$ cat src/rtl/burst_pkg.sv
package burst_pkg;
  typedef enum logic {
    ORDER_LINEAR      = 1'b0,
    ORDER_INTERLEAVED = 1'b1
  } order_e;
endpackage

$ cat src/rtl/burst_base_reg.sv
module burst_base_reg #(
  parameter int ADDR_W = 16,
  parameter int BEAT_W = 2
) (
  input  logic              clk_i,
  input  logic              rst_ni,
  input  logic              load_i,
  input  logic [ADDR_W-1:0] addr_i,
  output logic [ADDR_W-1:0] base_o
);
  logic [ADDR_W-1:0] base_q;

  always_ff @(posedge clk_i or negedge rst_ni) begin
    if (!rst_ni)     base_q <= '0;
    else if (load_i) base_q <= addr_i;
  end

  assign base_o = base_q;

  p_load_capture_r2: assert property (@(posedge clk_i) disable iff (!rst_ni)
    load_i |=> base_o == $past(addr_i));

  p_upper_hold_r8: assert property (@(posedge clk_i) disable iff (!rst_ni)
    !load_i |=> $stable(base_o[ADDR_W-1:BEAT_W]));
endmodule

$ cat src/rtl/burst_beat_ctr.sv
module burst_beat_ctr #(
  parameter int BEAT_W = 2
) (
  input  logic              clk_i,
  input  logic              rst_ni,
  input  logic              clr_i,
  input  logic              step_i,
  output logic [BEAT_W-1:0] cnt_o
);
  logic [BEAT_W-1:0] cnt_q;

  // clear wins over step
  always_ff @(posedge clk_i or negedge rst_ni) begin
    if (!rst_ni)      cnt_q <= '0;
    else if (clr_i)   cnt_q <= '0;
    else if (step_i)  cnt_q <= cnt_q + 1'b1;
  end

  assign cnt_o = cnt_q;

  p_step_r3: assert property (@(posedge clk_i) disable iff (!rst_ni)
    (!clr_i && step_i && cnt_o != '1) |=> cnt_o == $past(cnt_o) + 1'b1);

  p_wrap_r5: assert property (@(posedge clk_i) disable iff (!rst_ni)
    (!clr_i && step_i && cnt_o == '1) |=> cnt_o == '0);

  p_idle_r4: assert property (@(posedge clk_i) disable iff (!rst_ni)
    (!clr_i && !step_i) |=> $stable(cnt_o));
endmodule

$ cat src/rtl/burst_order_map.sv
module burst_order_map #(
  parameter int BEAT_W = 2
) (
  input  burst_pkg::order_e  order_i,
  input  logic [BEAT_W-1:0]  start_i,
  input  logic [BEAT_W-1:0]  beat_i,
  output logic [BEAT_W-1:0]  low_o
);
  logic [BEAT_W-1:0] lin_low;
  logic [BEAT_W-1:0] ilv_low;

  // modulo add: the sum is truncated to BEAT_W, so no carry leaves the field
  assign lin_low = start_i + beat_i;

  for (genvar b = 0; b < BEAT_W; b++) begin : g_ilv
    assign ilv_low[b] = start_i[b] ^ beat_i[b];
  end

  always_comb begin
    unique case (order_i)
      burst_pkg::ORDER_INTERLEAVED: low_o = ilv_low;
      default:                      low_o = lin_low;
    endcase
  end
endmodule

$ cat src/rtl/burst_addr_gen.sv
module burst_addr_gen #(
  parameter int ADDR_W = 16,
  parameter int BEAT_W = 2
) (
  input  logic              clk_i,
  input  logic              rst_ni,
  input  logic              load_i,
  input  logic              adv_ni,
  input  logic              mode_i,
  input  logic [ADDR_W-1:0] addr_i,
  output logic [ADDR_W-1:0] addr_o,
  output logic [BEAT_W-1:0] beat_o
);
  localparam int HI_W = ADDR_W - BEAT_W;

  logic [ADDR_W-1:0] base;
  logic [BEAT_W-1:0] beat;
  logic [BEAT_W-1:0] low;
  burst_pkg::order_e order;

  assign order = burst_pkg::order_e'(mode_i);

  burst_base_reg #(.ADDR_W(ADDR_W), .BEAT_W(BEAT_W)) u_base (
    .clk_i  (clk_i),
    .rst_ni (rst_ni),
    .load_i (load_i),
    .addr_i (addr_i),
    .base_o (base)
  );

  burst_beat_ctr #(.BEAT_W(BEAT_W)) u_ctr (
    .clk_i  (clk_i),
    .rst_ni (rst_ni),
    .clr_i  (load_i),
    .step_i (!adv_ni),
    .cnt_o  (beat)
  );

  burst_order_map #(.BEAT_W(BEAT_W)) u_map (
    .order_i (order),
    .start_i (base[BEAT_W-1:0]),
    .beat_i  (beat),
    .low_o   (low)
  );

  assign addr_o = {base[ADDR_W-1:BEAT_W], low};
  assign beat_o = beat;

  p_load_restart_r9: assert property (@(posedge clk_i) disable iff (!rst_ni)
    load_i |=> (beat_o == '0 && addr_o[ADDR_W-1:BEAT_W] == $past(addr_i[ADDR_W-1:BEAT_W])));

  p_hold_r4: assert property (@(posedge clk_i) disable iff (!rst_ni)
    (!load_i && adv_ni) |=> ($stable(beat_o) && $stable(addr_o[ADDR_W-1:BEAT_W])));

  p_reset_r1: assert property (@(posedge clk_i)
    !rst_ni |-> (addr_o == '0 && beat_o == '0));

  initial begin
    a_width_r7: assert (HI_W > 0);
  end
endmodule

$ cat config.mk
export PLATFORM = sky130hd
export DESIGN_NAME = burst_addr_gen
export DESIGN_NICKNAME = d
export VERILOG_FILES = /design/src/rtl/burst_pkg.sv /design/src/rtl/burst_base_reg.sv /design/src/rtl/burst_beat_ctr.sv /design/src/rtl/burst_order_map.sv /design/src/rtl/burst_addr_gen.sv
export SDC_FILE = /design/constraint.sdc
export NUM_CORES = 1
export LEC_CHECK = 0
export ABC_AREA = 1
export BUFFER_PORTS_ARGS = -buffer_cell sky130_fd_sc_hd__buf_4
export CORE_MARGIN = 2
export CORE_UTILIZATION = 49
export CTS_CLUSTER_SIZE = 40
export DETAILED_ROUTE_END_ITERATION = 6
export PLACE_DENSITY = 0.82
export SYNTH_ARGS = -nofsm -noshare
export SYNTH_HDL_FRONTEND = slang
export SYNTH_SLANG_ARGS = --single-unit
$ cat constraint.sdc
create_clock -name clk_i -period 2.6 [get_ports clk_i]
set_clock_uncertainty 0.05 [all_clocks]
set_input_delay 0.52 -clock clk_i [delete_from_list [all_inputs] [get_ports clk_i]]
set_output_delay 0.52 -clock clk_i [all_outputs]
set_load 0.1 [all_outputs]
==> impl_metrics.tcl <==
set metrics [dict create \
    placed_cell_area_um2 1060 \
    syn_to_final_growth_pct 22.8 \
    place.gp.congestion 0.731 \
    coreArea_um2 1730 \
    cts_resized 0 \
    status "finished clean" \
    drv_cap 0 \
    avgViaCountPerCell 4.42 \
    crit_arrival_ns 1.47 \
    fillers 153 \
    cts_buffers 3 \
    die_area_um2 2180 \
    achievable-frequency_mhz 491 \
    syn-instance-count 106 \
    overflow 0 \
    ant_nets 0 \
    cts_setup_buffers 0 \
    drive_gt1_frac 0.354 \
    cts_tree "done" \
    ir_worst_vdd_v 0.000389 \
    postCtsHoldBufs 0 \
    antenna_found_initial 0 \
    dp_hpwl_um 1160 \
    grt_start_max_net_pins 19 \
    end_kind "primary output" \
    drt_iter0_drc 5 \
    reg2reg_from "u_ctr.cnt_o[0]" \
    slew_viol_final 0 \
    ys_types 16 \
    start_util 0.518 \
    antennaDiodeCount 0 \
    drc_errors 0 \
    firstDrtPassIters 4 \
    worst_pin_slew_ns 0.281 \
    setup-tns-final_ns 0 \
    synth_top_area_share 0.503 \
    criticalPathCategory "flop to primary output" \
    cts_num_sinks 18 \
    power_density_nw_per_um2 730 \
    r2r_slack_ns 1.80 \
    hp-class "primary input to async pin" \
    path_max_fanout 6 \
    syn_area_per_cell_um2 8.44 \
    post-route-min-period_ns 2.04 \
    nNetsFinal 153 \
    finalCritPeriodShare 0.784 \
    htree_levels 1 \
    endpoint "addr_o[1]" \
    critical_path.startpoint "u_ctr.cnt_o[0]" \
    dr_total_vias 685 \
    netlist_area_um2 895 \
    clk_latency_ns 0.29 \
    worstSetupStartpointType "flop" \
    ys_warn_count 0 \
    fp.dieH_um 46.7 \
    reg2reg_depth 2 \
    grt_first_pass_wirelength_um 2110 \
    final_cells 155 \
    path_clk_slew_ns 0.10 \
    yosysSeqAreaShare 0.503 \
    r2r-end "u_ctr.cnt_o[1]" \
    dpl.cell_count 151 \
    seqCellArea_um2 450 \
    wl_um 1520 \
    final_hold_viol_count 0 \
    fin_area_um2 1100 \
    rsz0062_at_grt "no" \
    required_ns 2.03 \
    multiInputGateArea_um2 262 \
    grtUsageTotal 0.141 \
    io_buffers 38 \
    synth_area_leader_cell "dfrtp_1" \
    grt_pass1_vias 517 \
    num_rows 15 \
    ios 39 \
    leakagePower_nw 0.630 \
    ys_ff_latch 18 \
    wire_per_inst_um 9.80 \
    finalSetupViolCount 0 \
    synth_area_leaders "dfrtp_1 (50%), nand2_1 (21%), buf_4 (12%), inv_1 (2.5%), nand2_2 (2.1%)" \
    relSlewSlack 0.814 \
    die_x_um 46.7 \
    cts_root_buffer "clkbuf_4" \
    clock_path_buffers 2 \
    syn_nets 128 \
]
[stage by stage]
stage	total power, mW	hold WS (ns)	utilization	setup slack [ns]
floorplan	0.597	0.174	-	0.0194
global placement	0.638	0.346	0.615	0.889
detailed placement	0.642	0.348	0.615	0.856
CTS	0.813	0.0161	0.636	0.542
global route	0.838	0.0161	0.636	0.478
finish	0.802	0.0269	0.636	0.562
[cell usage after synthesis, drive strengths merged]
master,n
inv,7
nor2,2
a21oi,2
nand3,3
clkbuf,2
o21ai,2
dfrtp,18
buf,16
nand2,53
ha,1
[how the worst min path moves through the flow]
stage                        endpoint  slack, ns  cells past startpoint
global route         u_base.base_o[9]       0.02                      1
finish               u_base.base_o[9]       0.03                      1
CTS                  u_base.base_o[9]       0.02                      1
detailed placement  u_base.base_o[11]       0.35                      1
floorplan            u_base.base_o[0]       0.17                      0
global placement    u_base.base_o[13]       0.35                      1
[cells by family after synthesis]
| kind of cell | synth area share |
|---|---|
| and+or+nand+nor | 0.256 |
| DFF | 0.503 |
| adders and majority gates | 0.0140 |
| buffers and inverters | 0.204 |
| AOI/OAI and AO/OA | 0.0224 |
[power breakdown]
group / switching [mW] / internal [mW] / total, mW / leakage [nW]
Sequential: 0.0155 / 0.304 / 0.319 / 0.221
Combinational: 0.245 / 0.0690 / 0.314 / 0.388
Clock: 0.0829 / 0.0853 / 0.168 / 0.0210
Total: 0.344 / 0.458 / 0.802 / 0.630
[placed cells by master (no fill, tap or decap)]
| cell type | count |
|---|---|
| nor2_1 | 2 |
| ha_1 | 1 |
| dfrtp_1 | 18 |
| o21ai_1 | 1 |
| clkbuf_4 | 3 |
| buf_4 | 38 |
| a21oi_1 | 2 |
| nand2_2 | 3 |
| inv_1 | 6 |
| nand2_1 | 50 |
| nand3_1 | 3 |
| clkbuf_8 | 1 |
| inv_8 | 1 |
| o21ai_0 | 1 |
[sequential cells by signal (all words and copies together), names as in the netlist]
signal,cells
u_base.base_o,16
u_ctr.cnt_o,2
[critical path, cell delays in order (launching register included)]
cell     delay (ns)
dfrtp_1        0.44
ha_1           0.23
inv_1          0.05
nor2_1         0.03
nand3_1        0.05
nand2_1        0.05
inv_1          0.05
buf_4          0.28
[cell type report]
cell class,instances,share of cell area
multi-input cells,63,0.238
flip-flops and latches,18,0.410
clock buffers,4,0.0330
inverters,7,0.0308
repair buffers,38,0.260
well taps,25,0.0285
[layer usage]
| metal | global-route usage | up-vias | part of all wire |
|---|---|---|---|
| met1 | 0.172 | 316 | 0.41 |
| li1 | - | 353 | - |
| met5 | 0 | - | 0 |
| met4 | 0.100 | 0 | 0.013 |
| met2 | 0.225 | 14 | 0.54 |
| met3 | 0.0269 | 2 | 0.041 |
Power figures use the tool's default switching activity.
